**config.mk**
```make
export PLATFORM = sky130hd
export DESIGN_NAME = victim_picker
export DESIGN_NICKNAME = d
export VERILOG_FILES = /design/src/rtl/victim_pkg.sv /design/src/rtl/victim_ctrl.sv /design/src/rtl/victim_lfsr.sv /design/src/rtl/victim_dp.sv /design/src/rtl/victim_picker.sv
export SDC_FILE = /design/constraint.sdc
export NUM_CORES = 1
export LEC_CHECK = 0
export ABC_AREA = 1
export BUFFER_PORTS_ARGS = -buffer_cell sky130_fd_sc_hd__buf_2
export CORE_UTILIZATION = 54
export CTS_BUF_LIST = sky130_fd_sc_hd__clkbuf_2 sky130_fd_sc_hd__clkbuf_4 sky130_fd_sc_hd__clkbuf_8
export DETAILED_ROUTE_END_ITERATION = 10
export PLACE_DENSITY = 0.7
export SYNTH_ARGS = -nofsm -noshare
export SYNTH_HDL_FRONTEND = slang
export SYNTH_HIERARCHICAL = 1
export SYNTH_SLANG_ARGS = --single-unit
```
**constraint.sdc**
```tcl
create_clock -name clk -period 7.4 [get_ports clk]
set_input_delay 1.48 -clock clk [delete_from_list [all_inputs] [get_ports clk]]
set_output_delay 1.48 -clock clk [all_outputs]
set_load 0.005 [all_outputs]
```
**src/rtl/victim_pkg.sv**
```systemverilog
package victim_pkg;

  typedef enum logic [2:0] {
    POL_LRU  = 3'd0,
    POL_RAND = 3'd1,
    POL_FIFO = 3'd2,
    POL_LFU  = 3'd3,
    POL_MRU  = 3'd4
  } policy_e;

  typedef struct packed {
    logic    fillEn;
    logic    touchEn;
    logic    queryEn;
    policy_e policy;
  } ctrl_s;

endpackage

```
**src/rtl/victim_ctrl.sv**
```systemverilog
module victim_ctrl
  import victim_pkg::*;
(
  input  logic       touchValid,
  input  logic       fillValid,
  input  logic       queryValid,
  input  logic [2:0] policySel,
  output ctrl_s      ctrl
);

  policy_e policyDec;

  // Codes above the defined set fall back to least recently used.
  always_comb begin
    case (policySel)
      3'd1:    policyDec = POL_RAND;
      3'd2:    policyDec = POL_FIFO;
      3'd3:    policyDec = POL_LFU;
      3'd4:    policyDec = POL_MRU;
      default: policyDec = POL_LRU;
    endcase
  end

  // A fill wins over a touch strobed in the same cycle.
  always_comb begin
    ctrl.fillEn  = fillValid;
    ctrl.touchEn = touchValid & ~fillValid;
    ctrl.queryEn = queryValid;
    ctrl.policy  = policyDec;
  end

endmodule

```
**src/rtl/victim_lfsr.sv**
```systemverilog
module victim_lfsr #(
  parameter logic [15:0] SEED = 16'hACE1
) (
  input  logic        clk,
  input  logic        rst,
  output logic [15:0] rnd
);

  logic feedback;

  assign feedback = rnd[15] ^ rnd[13] ^ rnd[12] ^ rnd[10];

  always_ff @(posedge clk) begin
    if (rst) rnd <= SEED;
    else     rnd <= {rnd[14:0], feedback};
  end

endmodule

```
**src/rtl/victim_dp.sv**
```systemverilog
module victim_dp
  import victim_pkg::*;
#(
  parameter int WAYS  = 4,
  parameter int SETS  = 8,
  parameter int CNT_W = 4,
  localparam int SET_W = $clog2(SETS),
  localparam int WAY_W = $clog2(WAYS)
) (
  input  logic             clk,
  input  logic             rst,
  input  ctrl_s            ctrl,
  input  logic [SET_W-1:0] touchSet,
  input  logic [WAY_W-1:0] touchWay,
  input  logic [SET_W-1:0] fillSet,
  input  logic [WAY_W-1:0] fillWay,
  input  logic [SET_W-1:0] querySet,
  input  logic [15:0]      rnd,
  output logic [WAY_W-1:0] victimWay,
  output logic             victimValid
);

  localparam logic [CNT_W-1:0] CNT_MAX  = '1;
  localparam logic [WAY_W-1:0] RANK_OLD = WAY_W'(WAYS - 1);

  // Per-set state. Rank 0 is the newest entry, WAYS-1 the oldest.
  logic             validQ   [SETS][WAYS];
  logic [WAY_W-1:0] recRank  [SETS][WAYS];
  logic [WAY_W-1:0] fifoRank [SETS][WAYS];
  logic [CNT_W-1:0] useCnt   [SETS][WAYS];

  logic             updAny;
  logic [SET_W-1:0] updSet;
  logic [WAY_W-1:0] updWay;

  assign updAny = ctrl.fillEn | ctrl.touchEn;
  assign updSet = ctrl.fillEn ? fillSet : touchSet;
  assign updWay = ctrl.fillEn ? fillWay : touchWay;

  always_ff @(posedge clk) begin
    for (int s = 0; s < SETS; s++) begin
      for (int w = 0; w < WAYS; w++) begin
        if (rst) begin
          validQ[s][w]   <= 1'b0;
          recRank[s][w]  <= WAY_W'(w);
          fifoRank[s][w] <= WAY_W'(w);
          useCnt[s][w]   <= '0;
        end else if (updAny && updSet == SET_W'(s)) begin
          // Recency order moves the accessed way to the front.
          if (updWay == WAY_W'(w))
            recRank[s][w] <= '0;
          else if (recRank[s][w] < recRank[s][updWay])
            recRank[s][w] <= recRank[s][w] + 1'b1;
          if (ctrl.fillEn) begin
            if (updWay == WAY_W'(w)) begin
              fifoRank[s][w] <= '0;
              validQ[s][w]   <= 1'b1;
              useCnt[s][w]   <= CNT_W'(1);
            end else if (fifoRank[s][w] < fifoRank[s][updWay]) begin
              fifoRank[s][w] <= fifoRank[s][w] + 1'b1;
            end
          end else if (updWay == WAY_W'(w) && useCnt[s][w] != CNT_MAX) begin
            useCnt[s][w] <= useCnt[s][w] + 1'b1;
          end
        end
      end
    end
  end

  // Rows of the queried set.
  logic             rowValid [WAYS];
  logic [WAY_W-1:0] rowRec   [WAYS];
  logic [WAY_W-1:0] rowFifo  [WAYS];
  logic [CNT_W-1:0] rowCnt   [WAYS];

  always_comb begin
    for (int w = 0; w < WAYS; w++) begin
      rowValid[w] = validQ[querySet][w];
      rowRec[w]   = recRank[querySet][w];
      rowFifo[w]  = fifoRank[querySet][w];
      rowCnt[w]   = useCnt[querySet][w];
    end
  end

  logic [WAYS-1:0] invMask, lruMask, mruMask, fifoMask;

  for (genvar w = 0; w < WAYS; w++) begin : g_mask
    assign invMask[w]  = ~rowValid[w];
    assign lruMask[w]  = (rowRec[w] == RANK_OLD);
    assign mruMask[w]  = (rowRec[w] == '0);
    assign fifoMask[w] = (rowFifo[w] == RANK_OLD);
  end

  function automatic logic [WAY_W-1:0] lowestOf(input logic [WAYS-1:0] mask);
    logic [WAY_W-1:0] idx;
    idx = '0;
    for (int w = WAYS - 1; w >= 0; w--)
      if (mask[w]) idx = WAY_W'(w);
    return idx;
  endfunction

  logic [WAY_W-1:0] lfuIdx;
  logic [CNT_W-1:0] lfuMin;

  always_comb begin
    lfuIdx = '0;
    lfuMin = rowCnt[0];
    for (int w = 1; w < WAYS; w++) begin
      if (rowCnt[w] < lfuMin) begin
        lfuMin = rowCnt[w];
        lfuIdx = WAY_W'(w);
      end
    end
  end

  logic [WAY_W-1:0] randIdx;
  logic [WAY_W-1:0] pick;

  assign randIdx = WAY_W'(rnd % 16'(WAYS));

  always_comb begin
    if (|invMask) begin
      pick = lowestOf(invMask);
    end else begin
      case (ctrl.policy)
        POL_RAND: pick = randIdx;
        POL_FIFO: pick = lowestOf(fifoMask);
        POL_LFU:  pick = lfuIdx;
        POL_MRU:  pick = lowestOf(mruMask);
        default:  pick = lowestOf(lruMask);
      endcase
    end
  end

  always_ff @(posedge clk) begin
    if (rst) begin
      victimValid <= 1'b0;
      victimWay   <= '0;
    end else begin
      victimValid <= ctrl.queryEn;
      if (ctrl.queryEn) victimWay <= pick;
    end
  end

endmodule

```
**src/rtl/victim_picker.sv**
```systemverilog
module victim_picker
  import victim_pkg::*;
#(
  parameter int          WAYS  = 4,
  parameter int          SETS  = 8,
  parameter int          CNT_W = 4,
  parameter logic [15:0] SEED  = 16'hACE1,
  localparam int SET_W = $clog2(SETS),
  localparam int WAY_W = $clog2(WAYS)
) (
  input  logic             clk,
  input  logic             rst,
  input  logic             touchValid,
  input  logic [SET_W-1:0] touchSet,
  input  logic [WAY_W-1:0] touchWay,
  input  logic             fillValid,
  input  logic [SET_W-1:0] fillSet,
  input  logic [WAY_W-1:0] fillWay,
  input  logic [2:0]       policySel,
  input  logic             queryValid,
  input  logic [SET_W-1:0] querySet,
  output logic [WAY_W-1:0] victimWay,
  output logic             victimValid
);

  ctrl_s       ctrl;
  logic [15:0] rnd;

  victim_ctrl u_ctrl (
    .touchValid (touchValid),
    .fillValid  (fillValid),
    .queryValid (queryValid),
    .policySel  (policySel),
    .ctrl       (ctrl)
  );

  victim_lfsr #(.SEED(SEED)) u_lfsr (
    .clk (clk),
    .rst (rst),
    .rnd (rnd)
  );

  victim_dp #(.WAYS(WAYS), .SETS(SETS), .CNT_W(CNT_W)) u_dp (
    .clk         (clk),
    .rst         (rst),
    .ctrl        (ctrl),
    .touchSet    (touchSet),
    .touchWay    (touchWay),
    .fillSet     (fillSet),
    .fillWay     (fillWay),
    .querySet    (querySet),
    .rnd         (rnd),
    .victimWay   (victimWay),
    .victimValid (victimValid)
  );

endmodule

```
* After elaboration in Yosys (flattened, before gate mapping)
Memory sizes are Yosys's and may differ from the RTL's.
Index checks and enable logic that the tools add are counted.
** Word-level totals
- Register bits after elaboration :: 19
- Bits in latches :: 0
- RAM bits :: 288
- Memory bits (read-only) :: 0
- Bits of input ports :: 21
- Output and inout bits :: 3
- Word-level logic and storage cells :: 1523
- Memories kept :: 4
** Memories
- u_dp.useCnt :: words 8, width 16, rd ports 9, clocked after Yosys merged registers in 0, wr ports 8, line victim_dp.sv:30 : logic [CNT_W-1:0] useCnt [SETS][WAYS];
- u_dp.fifoRank :: words 8, width 8, rd ports 9, clocked after Yosys merged registers in 0, wr ports 8, line victim_dp.sv:29 : logic [WAY_W-1:0] fifoRank [SETS][WAYS];
- u_dp.recRank :: words 8, width 8, rd ports 9, clocked after Yosys merged registers in 0, wr ports 8, line victim_dp.sv:28 : logic [WAY_W-1:0] recRank [SETS][WAYS];
- u_dp.validQ :: words 8, width 4, rd ports 1, clocked after Yosys merged registers in 0, wr ports 8, line victim_dp.sv:27 : logic validQ [SETS][WAYS];
** Cells by class
- Add/sub/neg operators :: 96
- $mul :: 0
- Div/mod/pow operators :: 0
- Order comparisons :: 68
- Equality and inequality tests :: 58
- Shift operators :: 0
- Muxes and demuxes :: 1012
- Bitwise logic cells :: 235
- Reduce and logical (&&, ||, !) cells :: 47
** Operators with widths (count)
- $mux 1 :: 747
- $mux 2 :: 180
- $mux 4 :: 66
- $or 1x1->1 :: 225
- $add 2x1->2 const B :: 64
- $add 4x1->4 const B :: 32
- $lt 2x2->1 :: 64
- $ne 4x4->1 const B :: 32
- $bmux 2 s2 :: 16
- $logic_and 1x1->1 :: 40
- $eq 2x2->1 const B :: 10
- $eq 3x2->1 const B :: 6
- $eq 3x3->1 const B :: 6
- $lt 4x4->1 :: 3
- $pmux 3 s4 :: 1
- $logic_not 2->1 :: 5
- $eq 3x1->1 const B :: 3
- $pmux 2 s4 :: 1
- $not 1->1 :: 5
- $reduce_or 4->1 :: 1
- $ge 3x3->1 const B :: 1
- $logic_not 3->1 :: 1
- $mux 3 :: 1
- $not 2->3 :: 1
- 3 further kinds :: 5

* Logic depth before layout (Yosys ltp)
- Depth after elaboration :: 13
- Depth in mapped cells :: 35
- Depth with buffers taken out :: 31

* By module
The synthesis kept the hierarchy.
** Modules (own cells, without submodules)
- victim_dp :: times used 1, cells each 2377, area each 19289.8 um^2, seq. area each 8698.3 um^2
- victim_lfsr :: times used 1, cells each 59, area each 503.0 um^2, seq. area each 320.3 um^2
- victim_ctrl :: times used 1, cells each 11, area each 48.8 um^2, seq. area each 0.0 um^2

* Worst setup path before layout
OpenSTA, ideal clock, no wires.
- Path kind :: input port to flip-flop
- From :: input querySet[0]
- To :: register u_dp.victimWay[0]
- Library setup time :: 0.122 ns
- Data arrival time :: 5.277 ns
- Required time :: 7.278 ns
- Setup slack :: 2.001 ns
- Stages on the path :: 31
- Buffers on the path :: 5
- Cells stage by stage :: inv_2 buf_2 buf_2 buf_2 clkbuf_1 clkbuf_1 nor2_1 o21ai_0 a21oi_1 a31oi_1 ha_1 a21oi_1 nand2_4 o21ai_0 ha_1 nand2_1 nand2_1 nand2_2 nand2_4 nand2_1 o21ai_0 ha_1 nand2_1 inv_1 nand2_1 nand2_1 nand2_1 nand2_1 nand3_1 nand2_1 a21oi_2
** On the way
- Cells in the longest elaborated chain, start to end :: 9
- Elaborated cells on any way between the ends :: 47
- Classes of those cells :: order compare: 3; eq/ne: 8; mux: 23; bitwise: 4; reduce/logical: 5; memory: 4
** Ends and longest elaborated chain
- start, declared :: line victim_picker.sv:21 : input logic [SET_W-1:0] querySet,
- $mem_v2 8x16
- $lt 4x4->1 :: line victim_dp.sv:109 : if (rowCnt[w] < lfuMin) begin
- $mux 4 :: line victim_dp.sv:109
- $lt 4x4->1 :: line victim_dp.sv:109
- $mux 4 :: line victim_dp.sv:109
- $lt 4x4->1 :: line victim_dp.sv:109
- $mux 2 :: line victim_dp.sv:109
- $pmux 2 s4 :: line victim_dp.sv:125 : case (ctrl.policy)
- $mux 2 * :: line victim_dp.sv:122 : if (|invMask) begin
- end signal, assigned :: line victim_dp.sv:141 : if (ctrl.queryEn) victimWay <= pick;
- end, declared :: line victim_dp.sv:19 : output logic [WAY_W-1:0] victimWay,
Mark *: on every way between the ends. The rest lies on a longest branch, timed or not.
A chain may end at the register's enable or synchronous reset.

* Final worst setup path
Same ends and word-level chain as after synthesis.

==> results by group <==
Status
  – Run status: finished clean

CTS
  – Worst-skew pair later-pin latency: 0.66 ns
  – Post-CTS Resized: 0
  – CTS tree: done
  – CTS Buf Count: 54
  – H-tree level count: 2
  – CTS Sinks: 307
  – Clock root cell: clkbuf_8
  – # hold bufs at CTS: 0
  – Clock-pin slew on the worst setup and hold paths: 0.06 ns
  – CTS max path bufs: 3
  – Post-CTS setup buffer count: 0

Detailed routing
  – WL met2: 25700 um
  – Met3 wire length: 6140 um
  – Via count: 18000
  – Residual DRC: 0
  – Via-to-Cell Ratio: 6.08
  – Uppermost routed layer: met4
  – Routed WL per cell: 20.0 um
  – Post-route ant nets: 0
  – M1 WL: 24600 um
  – DRT iter0 DRCs: 1924
  – DRT Pass-1 Iters: 7
  – Wirelength, routed: 59200 um

Synthesis
  – Yosys reg bits: 307
  – Cell count after synthesis: 2447
  – Unique masters post-synth: 48
  – Largest family of logic cells by synthesized area: simple AND/OR/NAND/NOR gates
  – Async SR Flop Fraction: 0
  – Adder-cell share of the synthesized area: 0.0675
  – Syn Area/Cell: 8.11 um2
  – Post-synth EDFFs: 287
  – Syn Nets: 2575
  – Synth Area in Simple Gates: 0.217
  – Register area share after synthesis: 0.455
  – Top-area cell type share of the netlist area: 0.434
  – Yosys synthesis warning count: 6
  – Post-Synth XOR/XNOR Area: 0.0274
  – Largest area contributor in the netlist: edfxtp_1
  – Prevailing post-synth register cell: edfxtp_1
  – Syn Std Cell Area: 19800 um2
  – Post-synthesis mux area share: 0
  – Area fraction in compound gates after synthesis: 0.157
  – Area contributors post-synth: edfxtp_1 43%, nor2_1 8.1%, o21ai_0 7.1%

Hold path
  – Hold wc startpoint: u_lfsr/rnd[14]
  – Min-delay worst type: reg2reg

Floorplanning
  – FP Rows: 69
  – # IOs: 24
  – Initial Util: 0.554
  – Die W: 194 um
  – Die area: 37500 um2
  – Chip Height: 194 um
  – Core area: 35800 um2

Worst setup path
  – CP arrival: 6.00 ns
  – WS Path Type: in2reg
  – Max stage delay on crit path: 0.57 ns
  – CP top delay family: compound AO/OA/AOI/OAI gates
  – Crit path max-delay cell type: clkinv_2
  – Crit-path max FO: 66
  – Most used cell, CP: nand2_1
  – CP Buf/Inv Count: 4
  – Element type at the critical path end: flip-flop
  – Critical path required time: 7.97 ns
  – Crit. Startpoint: querySet[0]
  – Setup crit start kind: primary input
  – Critical R2R Launch: u_dp/useCnt[4][15]

Timing
  – Worst relative slew slack: 0.367
  – Worst Tran Pin Value: 0.947 ns
  – Worst Skew: 0.0353 ns
  – Fin crit period: 5.43 ns
  – Tcrit/Tclk final: 0.734
  – # setup viols final: 0
  – Hold_ws: 0.409 ns
  – Fmax: 184 MHz
  – Final slew viol count: 0
  – Final Hold Viols: 0
  – Setup ws final: 1.97 ns
  – RSZ-0062 raised after global routing: no
  – Setup tns final: 0 ns

GRT
  – Gr ovfl total: 0
  – First-pass GRT wire length: 92200 um
  – Largest net degree at the start of global routing: 67
  – Vias in the first global route: 16800
  – Tot GR Track Use: 0.317
  – Initial antenna violation count: 1

Layout
  – Final Cell Area: 21400 um2
  – NumNets Final: 2577
  – Diodes inserted: 0
  – Finished Core Util: 0.599
  – Cell Count, Final, Fillers Out: 2955
  – Area growth from synthesis to layout: 8.08%
  – Layout cell share with drive strength beyond 1: 0.0658
  – Commonest non-fill, non-tap cells in the layout: 422 x nor2_1, 363 x nand2_1, 287 x edfxtp_1, 284 x inv_1, 280 x o21ai_0
  – Commonest non-fill, non-tap cell in the layout: nor2_1

Placed design
  – Cells after DPL: 2854
  – DPL Wire Length: 42400 um
  – Area after DPL: 20300 um2
  – RePlAce Congestion: 0.918
  – Pre-CTS WS: 1.40 ns
  – Number of I/O port buffers: 23

Pwr
  – Sw Ratio: 0.283
  – Internal power: 3.09 mW
  – Pwr/cell area: 201 nW/um2
  – Leakage: 8.70 nW
  – Max VDD drop: 0.158 mV
  – Switching component of the power: 1.22 mW
  – Comb pwr share: 0.141
  – Power, Total: 4.31 mW
  – Clock share of power: 0.386
  – Sequential power share: 0.473

Run
  – Max-Cap Viols: 0
worst reg2reg max path, delay by kind of cell (launching register included):
family / cells / cell delay [ns]
buf+inv: 3 / 0.23
fa+ha+maj: 3 / 0.84
compound gates: 8 / 1.48
simple gates: 13 / 0.89
flops: 1 / 0.37
power groups by stage:
stage                     combinational, mW  sequential, mW  clock, mW
after floorplan                       0.424            2.04          0
after global placement                0.575            2.07          0
after detailed placement              0.590            2.07          0
after CTS                             0.594            2.03       1.69
after global routing                  0.680            2.04       1.76
final                                 0.606            2.04       1.66
final cells by class:
cell class,count,area (um2)
tap,461,577
sequential,307,9020
inverter,293,1100
multi-input combinational,1750,9330
clock inverter,15,90.1
timing repair buffer,43,270
clock buffer,86,1060
fill,3200,14400
kinds of logic (layout without fill, tap and decap cells):
family | Yosys count | after routing
AND/OR/NAND/NOR | 1041 | 1041
AO/OA/AOI/OAI | 540 | 540
adder cells (fa/ha/maj) | 107 | 107
flip-flops | 307 | 307
XOR/XNOR | 62 | 62
buffers and inverters | 390 | 437
cell usage after synthesis, types with 4 or more instances:
cell type / instances
a21oi_1: 94
a221oi_1: 19
a22o_1: 8
a22oi_1: 16
a31oi_1: 11
a32oi_1: 8
and2_1: 16
buf_1: 10
buf_2: 18
clkbuf_1: 65
dfxtp_1: 20
edfxtp_1: 287
ha_1: 107
inv_1: 285
inv_2: 6
nand2_1: 363
nand2_2: 4
nand3_1: 144
nand4_1: 4
nor2_1: 426
nor2_2: 4
nor3_1: 54
nor3b_1: 6
nor4_1: 5
o211ai_1: 17
o21ai_0: 280
o21ai_1: 6
o221ai_1: 17
o22ai_1: 38
o31ai_1: 11
or2_1: 7
or2_2: 5
xnor2_1: 30
xor2_1: 32
routing by layer:
layer / vias up / global-route usage
li1: 8425 / -
met1: 8378 / 0.438
met2: 962 / 0.487
met3: 195 / 0.0529
met4: 0 / 0.152
met5: - / 0
sequential cells by signal (all words and copies together), names as in the netlist:
register,count
u_dp/useCnt,128
u_dp/fifoRank,64
u_dp/recRank,64
u_dp/validQ,32
u_lfsr/rnd,16
u_dp/victimWay,2
u_dp/victimValid,1
final timing paths:
path	to	slack (ns)	depth (start not counted)
worst max register to register	u_dp/victimWay[0]	3.55	27
worst min-delay path	u_lfsr/rnd[15]	0.41	1
worst min register to register	u_lfsr/rnd[15]	0.41	1
worst max-delay path	u_dp/victimWay[0]	1.97	28
Note: power is estimated with default switching activity, not from simulation.
